**src/rtl/mslp_pkg.sv**
```systemverilog
package mslp_pkg;

  typedef enum logic [2:0] {
    ST_ACTIVE = 3'd0,
    ST_ENTER  = 3'd1,
    ST_SLEEP  = 3'd2,
    ST_EXIT   = 3'd3,
    ST_RECOV  = 3'd4
  } mslp_state_e;

endpackage

```
**src/rtl/mslp_sync.sv**
```systemverilog
module mslp_sync #(
  parameter int STAGES = 2
) (
  input  logic clk,
  input  logic rst,
  input  logic d_async,
  output logic q
);

  logic [STAGES-1:0] chain;

  generate
    if (STAGES == 1) begin : g_single
      always_ff @(posedge clk) begin
        if (rst) chain <= '0;
        else     chain <= d_async;
      end
    end else begin : g_multi
      always_ff @(posedge clk) begin
        if (rst) chain <= '0;
        else     chain <= {chain[STAGES-2:0], d_async};
      end
    end
  endgenerate

  assign q = chain[STAGES-1];

endmodule

```
**src/rtl/mslp_seq.sv**
```systemverilog
module mslp_seq
  import mslp_pkg::*;
#(
  parameter int ENTER_CYCLES = 2,
  parameter int EXIT_CYCLES  = 2,
  parameter int RECOV_CYCLES = 6
) (
  input  logic        clk,
  input  logic        rst,
  input  logic        req_s,
  output mslp_state_e state
);

  localparam int MAXLEN = (ENTER_CYCLES > EXIT_CYCLES)
                        ? ((ENTER_CYCLES > RECOV_CYCLES) ? ENTER_CYCLES : RECOV_CYCLES)
                        : ((EXIT_CYCLES > RECOV_CYCLES) ? EXIT_CYCLES : RECOV_CYCLES);
  localparam int CW = (MAXLEN > 1) ? $clog2(MAXLEN) : 1;
  localparam logic [CW-1:0] ENT_LAST = CW'(ENTER_CYCLES - 1);
  localparam logic [CW-1:0] EXI_LAST = CW'(EXIT_CYCLES - 1);
  localparam logic [CW-1:0] REC_LAST = CW'(RECOV_CYCLES - 1);

  mslp_state_e nxt;
  logic [CW-1:0] cnt;
  logic timed;

  always_comb begin
    nxt = state;
    unique case (state)
      ST_ACTIVE: if (req_s)           nxt = ST_ENTER;
      ST_ENTER:  if (cnt == ENT_LAST) nxt = ST_SLEEP;
      ST_SLEEP:  if (!req_s)          nxt = ST_EXIT;
      ST_EXIT:   if (cnt == EXI_LAST) nxt = ST_RECOV;
      ST_RECOV:  if (cnt == REC_LAST) nxt = ST_ACTIVE;
      default:                        nxt = ST_ACTIVE;
    endcase
  end

  assign timed = (state == ST_ENTER) || (state == ST_EXIT) || (state == ST_RECOV);

  always_ff @(posedge clk) begin
    if (rst) begin
      state <= ST_ACTIVE;
      cnt   <= '0;
    end else begin
      state <= nxt;
      if (nxt != state || !timed) cnt <= '0;
      else                        cnt <= cnt + 1'b1;
    end
  end

endmodule

```
**src/rtl/mslp_guard.sv**
```systemverilog
module mslp_guard
  import mslp_pkg::*;
(
  input  logic        clk,
  input  logic        rst,
  input  mslp_state_e state,
  input  logic        req_s,
  input  logic        busy,
  input  logic        sel_any,
  output logic        abort,
  output logic        sel_err,
  output logic        viol
);

  logic entering_now;
  logic wake_window;

  assign entering_now = (state == ST_ACTIVE) && req_s;
  assign wake_window  = (state == ST_EXIT) || (state == ST_RECOV);

  always_ff @(posedge clk) begin
    if (rst) begin
      abort   <= 1'b0;
      sel_err <= 1'b0;
      viol    <= 1'b0;
    end else begin
      abort <= entering_now && busy;
      if (entering_now && sel_any) sel_err <= 1'b1;
      if (wake_window && sel_any)  viol    <= 1'b1;
    end
  end

endmodule

```
**src/rtl/mem_sleep_ctrl.sv**
```systemverilog
module mem_sleep_ctrl
  import mslp_pkg::*;
#(
  parameter int SYNC_STAGES  = 2,
  parameter int ENTER_CYCLES = 2,
  parameter int EXIT_CYCLES  = 2,
  parameter int RECOV_CYCLES = 6
) (
  input  logic       clk,
  input  logic       rst,
  input  logic       sleep_req_async,
  input  logic       chip_sel,
  input  logic       astb_proc,
  input  logic       astb_ctrl,
  input  logic       access_busy,
  output logic [2:0] state_o,
  output logic       pwr_gate,
  output logic       access_en,
  output logic       access_abort,
  output logic       sel_err,
  output logic       recov_viol
);

  logic        req_s;
  logic        sel_any;
  mslp_state_e state;

  assign sel_any = chip_sel | astb_proc | astb_ctrl;

  mslp_sync #(.STAGES(SYNC_STAGES)) u_sync (
    .clk     (clk),
    .rst     (rst),
    .d_async (sleep_req_async),
    .q       (req_s)
  );

  mslp_seq #(
    .ENTER_CYCLES (ENTER_CYCLES),
    .EXIT_CYCLES  (EXIT_CYCLES),
    .RECOV_CYCLES (RECOV_CYCLES)
  ) u_seq (
    .clk   (clk),
    .rst   (rst),
    .req_s (req_s),
    .state (state)
  );

  mslp_guard u_guard (
    .clk     (clk),
    .rst     (rst),
    .state   (state),
    .req_s   (req_s),
    .busy    (access_busy),
    .sel_any (sel_any),
    .abort   (access_abort),
    .sel_err (sel_err),
    .viol    (recov_viol)
  );

  assign state_o   = state;
  assign pwr_gate  = (state == ST_SLEEP);
  assign access_en = (state == ST_ACTIVE);

endmodule

```
**config.mk**
```make
export PLATFORM = sky130hd
export DESIGN_NAME = mem_sleep_ctrl
export DESIGN_NICKNAME = d
export VERILOG_FILES = /design/src/rtl/mslp_pkg.sv /design/src/rtl/mslp_sync.sv /design/src/rtl/mslp_seq.sv /design/src/rtl/mslp_guard.sv /design/src/rtl/mem_sleep_ctrl.sv
export SDC_FILE = /design/constraint.sdc
export NUM_CORES = 1
export LEC_CHECK = 0
export ABC_CLOCK_PERIOD_IN_PS = 1590
export BUFFER_PORTS_ARGS = -buffer_cell sky130_fd_sc_hd__buf_2
export CORE_AREA = 2 2 39 41
export DETAILED_ROUTE_END_ITERATION = 8
export DIE_AREA = 0 0 41 43
export PLACE_DENSITY = 0.61
export SLEW_MARGIN = 5
export SYNTH_ARGS = -nofsm -noshare
export SYNTH_HDL_FRONTEND = slang
export SYNTH_SLANG_ARGS = --single-unit
export TNS_END_PERCENT = 30
```
**constraint.sdc**
```tcl
create_clock -name clk -period 1.59 [get_ports clk]
set_input_delay 0.2385 -clock clk [delete_from_list [all_inputs] [get_ports clk]]
set_output_delay 0.2385 -clock clk [all_outputs]
set_load 0.02 [all_outputs]
```
==> results of run 1 <==
cell usage in the layout, fill, tap and decap left out, drive strengths merged:
cell | netlist | final
nor2 | 3 | 3
nand2b | 1 | 1
nor3b | 1 | 1
or2b | 1 | 1
a221oi | 1 | 1
dfxtp | 11 | 11
xnor2 | 1 | 1
clkbuf | 1 | 4
and4b | 1 | 1
inv | 1 | 1
buf | 3 | 14
xor2 | 2 | 2
ha | 2 | 2
a21oi | 1 | 1
nand4b | 1 | 1
a32oi | 1 | 1
nor2b | 3 | 3
or3 | 1 | 1
nand2 | 2 | 2
nor3 | 6 | 6
nand3 | 1 | 1
a31oi | 1 | 1
o21ai | 5 | 5
or3b | 1 | 1
routing by layer:
metal | global-route usage (%) | up-vias | wire (um)
met2 | 16.88 | 10 | 382
met3 | 4.712 | 4 | 29
li1 | - | 208 | -
met5 | 0 | - | 0
met4 | 10.00 | 0 | 28
met1 | 15.36 | 189 | 412
logic make-up after synthesis:
family	Yosys count	synth area share (%)
AO/OA/AOI/OAI	9	11.44
buffers and inverters	5	7.211
flip-flops	11	43.78
adder cells (fa/ha/maj)	2	4.974
XOR/XNOR	3	5.225
AND/OR/NAND/NOR	22	27.36
final timing paths:
check / cells past startpoint / startpoint / slack (ns) / to
setup reg to reg: 4 / u_seq.state[2] / 0.24 / u_seq.cnt[2]
hold / removal: 2 / sleep_req_async / 0.19 / u_sync.chain[0]
setup / recovery: 2 / u_seq.state[1] / 0.16 / access_en
hold reg to reg: 1 / u_sync.chain[0] / 0.44 / u_sync.chain[1]
cell type report:
type                       count  area share (%)
clock buffer                   4           4.440
inverter                       1          0.6342
multi-input combinational     36           42.49
sequential                    11           37.21
tap                           16           3.383
timing repair buffer          14           11.84
through the flow:
| stage | hold slack (ns) | cells | utilization (%) |
|---|---|---|---|
| after floorplan | 0.3667 | 52 | - |
| after global placement | 0.4225 | 78 | 40.87 |
| after detailed placement | 0.4325 | 78 | 40.87 |
| after CTS | 0.1813 | 82 | 42.77 |
| after global routing | 0.1837 | 82 | 42.77 |
| final | 0.1867 | 82 | 42.77 |
power groups by stage:
| stage | combinational [mW] | clock (mW) | sequential (mW) |
|---|---|---|---|
| global route | 0.0495 | 0.209 | 0.292 |
| floorplan | 0.0320 | 0 | 0.297 |
| CTS | 0.0449 | 0.191 | 0.290 |
| detailed placement | 0.0447 | 0 | 0.297 |
| global placement | 0.0443 | 0 | 0.297 |
| finish | 0.0442 | 0.184 | 0.290 |
flip-flops by register name, summed over array words and instances, names as in the netlist:
register	count
u_sync.chain	2
u_guard.sel_err	1
u_guard.viol	1
u_seq.state	3
u_seq.cnt	3
u_guard.abort	1
==> qor.yml, run 1 <==
start_util_pct: 36.35
clock-sinks: 11
worstPathRequired_ns: 1.35
fmax_ghz: 0.6979
drt_wl_total_um: 853
htreeDepth: 1
tightest_slew_ns: 0.3482
grt_antenna_before_repair: 0
multi_input_area_um2: 251.5
powerDensity_mw_per_mm2: 876.5
finalCriticalPeriod_ns: 1.433
async_reset_ff_share_pct: 0
ys.flop_type: "dfxtp_1"
core_mm2: 0.001384
p_leak_nw: 0.2592
cts_hold_buf: 0
grt_max_degree: 13
synth_commonest_cells: "11 x dfxtp_1, 5 x nor3_1, 4 x o21ai_0"
post_cts_buffers: 0
startpoint_type: "register"
synth_most_common_cell: "dfxtp_1"
setup_tns_ns: 0
critPathTopFamily: "flip-flops"
synthCells: 52
syn_area_um2: 503.0
clkPwrFrac_pct: 35.6
slew_headroom_pct: 76.75
cts-resized-gates: 0
clk_latency_ns: 0.26
yosysWarningCount: 0
routedWlPerCell_um: 10.40
syn_to_final_growth_pct: 17.66
synth.top_cell.area_share_pct: 43.78
drc: 0
p_total_uw: 518.7
drv_slew: 0
clockBufferDepth: 2
grt_pass1_vias: 357
cp-end-kind: "primary output"
antennaDiodeCount: 0
hold_viol: 0
critPathArrivalTime_ns: 1.19
min_path_type: "in -> reg"
max-cap-violations: 0
root_buffer: "clkbuf_4"
layout_setup_ws_ns: 0.1572
cts_buffers: 3
mappedNetlistNets: 61
path_clk_slew_ns: 0.07
vias: 411
max_stage_delay_ns: 0.40
seqPwrFrac_pct: 55.9
synth_largest_area_cell: "dfxtp_1"
die_x_um: 41
setup_viol: 0
drive_above_1_share_pct: 33.33
drtIter0Drc: 4
fill_cells: 148
pre_cts_ws_ns: 0.2413
synth_edf_count: 0
die_h_um: 43
io_pins: 15
path_cells: "nor3_2 -> buf_2"
io_buffers: 14
synth_cell_types: 27
via_per_inst: 5.012
cts_tree: "done"
critPathMaxFanout: 9
die_area_mm2: 0.001763
grt-ovfl-total: 0
ant_nets: 0
status: "complete, no violations"
register_area_um2: 220.2
fin_area_um2: 591.8
synth_area_per_cell_um2: 9.673
fin_worst_skew_ns: 0.004912
fin_nets: 76
synth_area_leaders: "dfxtp_1 44%, ha_1 5.0%, nor3_1 5.0%"
combinationalPowerShare_pct: 8.5
rsz0062_at_grt: "no"
internal-power_uw: 399.4
crit_buf_inv: 1
track_usage_pct: 12.61
cp_slowest_cell: "dfxtp_1"
hpwl_um: 651.6
ys_seq_elements: 11
peakVddDrop_mv: 0.4489
period_share_pct: 90.11
swShare_pct: 23.00
grt_first_pass_wirelength_mm: 1.455
crit_type: "reg -> out"
rows: 14
gp_congestion: 0.6623
yosysSeqAreaShare_pct: 43.78
firstDrtPassIters: 3
p_switching_uw: 119.3
place_area_um2: 565.5
No activity file was read; power rests on OpenSTA's default activity.
==> inputs of run 2 (changes only) <==
- ABC_CLOCK_PERIOD_IN_PS: 1590 -> 1300
- BUFFER_PORTS_ARGS: -buffer_cell sky130_fd_sc_hd__buf_2 -> default
- DONT_BUFFER_PORTS: default -> 1
- PLACE_DENSITY: 0.61 -> 0.53
- clock period: 1.59 -> 1.3 ns (I/O delays scaled with it)
==> run 2 against run 1 <==
The run now ends with negative hold slack left. Setup slack got worse by 0.14 ns. Global-route usage rose by 3.4 points. Final cell count fell by 1.2%. Register-to-register slack got worse by 0.22 ns. Critical endpoint is now u_seq.cnt[2]. Worst hold slack got worse by 0.20 ns. Combinational power rose by 68%. Sequential share of layout area fell by 5.2 points. Sequential cell count did not move. Die area did not move. Clock power rose by 27%. Sequential power rose by 23%. Core utilization rose by 8.3 points.
==> qor.yml, run 2 (synthesis results as in run 1) <==
clockBufferDepth: 2  # unchanged
period_share_pct: 98.83
cp_slowest_cell: "or3b_4"  # was dfxtp_1
critPathMaxFanout: 5  # was 9
internal-power_uw: 502.0  # was 399.4 uW
vias: 422  # was 411
hold_ws_ns: -0.01414  # was 0.1867 ns
gp_congestion: 0.7204  # was 0.6623
root_buffer: "clkbuf_4"  # unchanged
io_pins: 15  # unchanged
combinationalPowerShare_pct: 11.2  # was 8.5%
die_area_mm2: 0.001763  # unchanged
powerDensity_mw_per_mm2: 938.9  # was 876.5 mW/mm^2
syn_to_final_growth_pct: 40.55  # was 17.66%
seqPwrFrac_pct: 53.6  # was 55.9%
grt_antenna_before_repair: 0  # unchanged
drt_wl_total_mm: 1.064  # was 853 um
drive_above_1_share_pct: 49.23  # was 33.33%
regToRegEndpoint: "u_seq.cnt[2]"  # unchanged
grt-ovfl-total: 0  # unchanged
drc: 0  # unchanged
cts_hold_buf: 1  # was 0
fmax_ghz: 0.7783
grt_pass1_vias: 431  # was 357
drtIter0Drc: 9  # was 4
drv_slew: 0  # unchanged
worstPathRequired_ns: 1.50  # was 1.35 ns
grt_first_pass_wirelength_mm: 1.849  # was 1.455 mm
final_common_cell: "buf_4"  # was buf_2
p_total_uw: 663.7  # was 518.7 uW
via_per_inst: 5.210  # was 5.012
whs_endpoint: "u_seq.state[2]"  # was u_sync.chain[0]
cts_tree: "done"  # unchanged
clock-sinks: 11  # unchanged
start_util_pct: 36.35  # unchanged
antennaDiodeCount: 0  # unchanged
status: "complete, but fails checks"  # was complete, no violations
setup_viol: 0  # unchanged
layout.cells.non_filler: 81  # was 82
fin_nets: 75  # was 76
r2r_cells: 5  # was 4
slew_headroom_pct: 81.67  # was 76.75%
swShare_pct: 24.37  # was 23.00%
cp-end-kind: "register"  # was primary output
routedWlPerCell_um: 13.14  # was 10.40 um
p_leak_nw: 0.2932  # was 0.2592 nW
path_clk_slew_ns: 0.07  # about the same
die_h_um: 43  # unchanged
crit_type: "reg -> reg"  # was reg -> out
clkPwrFrac_pct: 35.2  # was 35.6%
grt_max_degree: 7  # was 13
finalCriticalPeriod_ns: 1.285
ant_nets: 0  # unchanged
core_mm2: 0.001384  # unchanged
reg2reg_slack_ns: 0.02  # was 0.24 ns
fin_worst_skew_ns: 0.004610  # was 0.004912 ns
startpoint_type: "register"  # unchanged
hold_viol: 1  # was 0
io_buffers: 0  # was 14
crit-reg2reg-launch: "u_seq.state[0]"  # was u_seq.state[2]
hold_depth: 1  # was 2
path_cells: "buf_4 -> or3b_4 -> o21ai_4 -> nand2b_4 -> nor3_2"  # was nor3_2 -> buf_2
final_cell_mix: "10 x buf_4, 8 x dfxtp_1, 3 x nor2_1, 3 x nor3_2, 3 x clkbuf_4"  # was 14 x buf_2, 11 x dfxtp_1, 4 x o21ai_0, 4 x nor3_1
htreeDepth: 1  # unchanged
min_path_type: "in -> reg"  # unchanged
rows: 14  # unchanged
die_x_um: 41  # unchanged
tightest_slew_ns: 0.2741  # was 0.3482 ns
cts_buffers: 3  # unchanged
max-cap-violations: 0  # unchanged
clk_latency_ns: 0.27  # was 0.26 ns
critPathArrivalTime_ns: 1.48  # was 1.19 ns
min_from: "rst"  # was sleep_req_async
firstDrtPassIters: 4  # was 3
peakVddDrop_mv: 0.5693  # was 0.4489 mV
violations: "negative hold slack"
final_util_pct: 51.09  # was 42.77%
reg_top3: "u_seq.cnt (3), u_seq.state (3), u_sync.chain (2)"  # unchanged
max_stage_delay_ns: 0.41  # was 0.40 ns
dp.cells: 75  # was 78
p_switching_uw: 161.8  # was 119.3 uW
rsz0062_at_grt: "yes"  # was no
track_usage_pct: 16.01  # was 12.61%
[run 2: changes by cell type in the layout (fill, tap and decap cells not counted), moves of 2 or more]
cell / change
buf_2: -14
dfxtp_2: +2
buf_4: +10
nor3_1: -2
dfxtp_1: -3
buf_6: +2
o21ai_0: -2
[run 2: stage by stage]
step / instance area (um^2) / setup TNS (ns) / setup slack (ns)
after global routing: 706.9 / -0.1119 / -0.03761
after floorplan: 514.2 / -0.03725 / -0.03725
final: 706.9 / 0 / 0.01519
after global placement: 584.3 / -0.001671 / -0.001671
after CTS: 650.6 / 0 / 0.004757
after detailed placement: 584.3 / -0.04973 / -0.02549
[run 2: layer usage]
| layer | share of wire, % | track usage, % |
|---|---|---|
| met3 | 7.0 | 4.188 |
| met2 | 45 | 21.88 |
| met5 | 0 | 0 |
| met1 | 44 | 20.53 |
| met4 | 2.9 | 12.00 |
[run 2: power by group through the flow]
stage	combinational, mW	clock [mW]	sequential [mW]
2_1_floorplan	0.0412	0	0.363
3_3_place_gp	0.0499	0	0.365
3_5_place_dp	0.0505	0	0.365
4_1_cts	0.0639	0.240	0.355
5_1_grt	0.0814	0.257	0.357
6_report	0.0741	0.234	0.356
[run 2: cell type report]
cell class	instances	area, um^2
multi-input cells	36	322.8
clock buffers	4	26.28
repair buffers	13	107.6
fillers	130	676.9
flip-flops and latches	11	226.5
inverters	1	3.754
well taps	16	20.02
[run 2: timing repair]
| item | 4_1_cts | 5_1_grt |
|---|---|---|
| endpoints found under the hold margin | 6 | 1 |
| setup buffers | 1 | 0 |
| gates resized for setup | 7 | 14 |
| endpoints found under the setup margin | 4 | 9 |
| pin swaps | 0 | 1 |
[run 2: worst max-delay path by stage]
| stage | slack [ns] | to | from | depth (start not counted) |
|---|---|---|---|---|
| global route | -0.04 | u_seq.cnt[2] | u_seq.state[0] | 5 |
| global placement | -0.002 | u_seq.cnt[1] | u_seq.cnt[1] | 6 |
| floorplan | -0.04 | pwr_gate | u_seq.state[1] | 2 |
| finish | 0.02 | u_seq.cnt[2] | u_seq.state[0] | 5 |
| CTS | 0.005 | u_seq.cnt[0] | u_seq.cnt[1] | 6 |
| detailed placement | -0.03 | u_seq.cnt[0] | u_seq.cnt[1] | 6 |
[run 2: critical path, delay by kind of cell, from the launching register on]
family	cells	cell delay [ns]
AND/OR/NAND/NOR	3	0.62
flip-flops	1	0.36
buffers and inverters	1	0.15
AO/OA/AOI/OAI	1	0.08
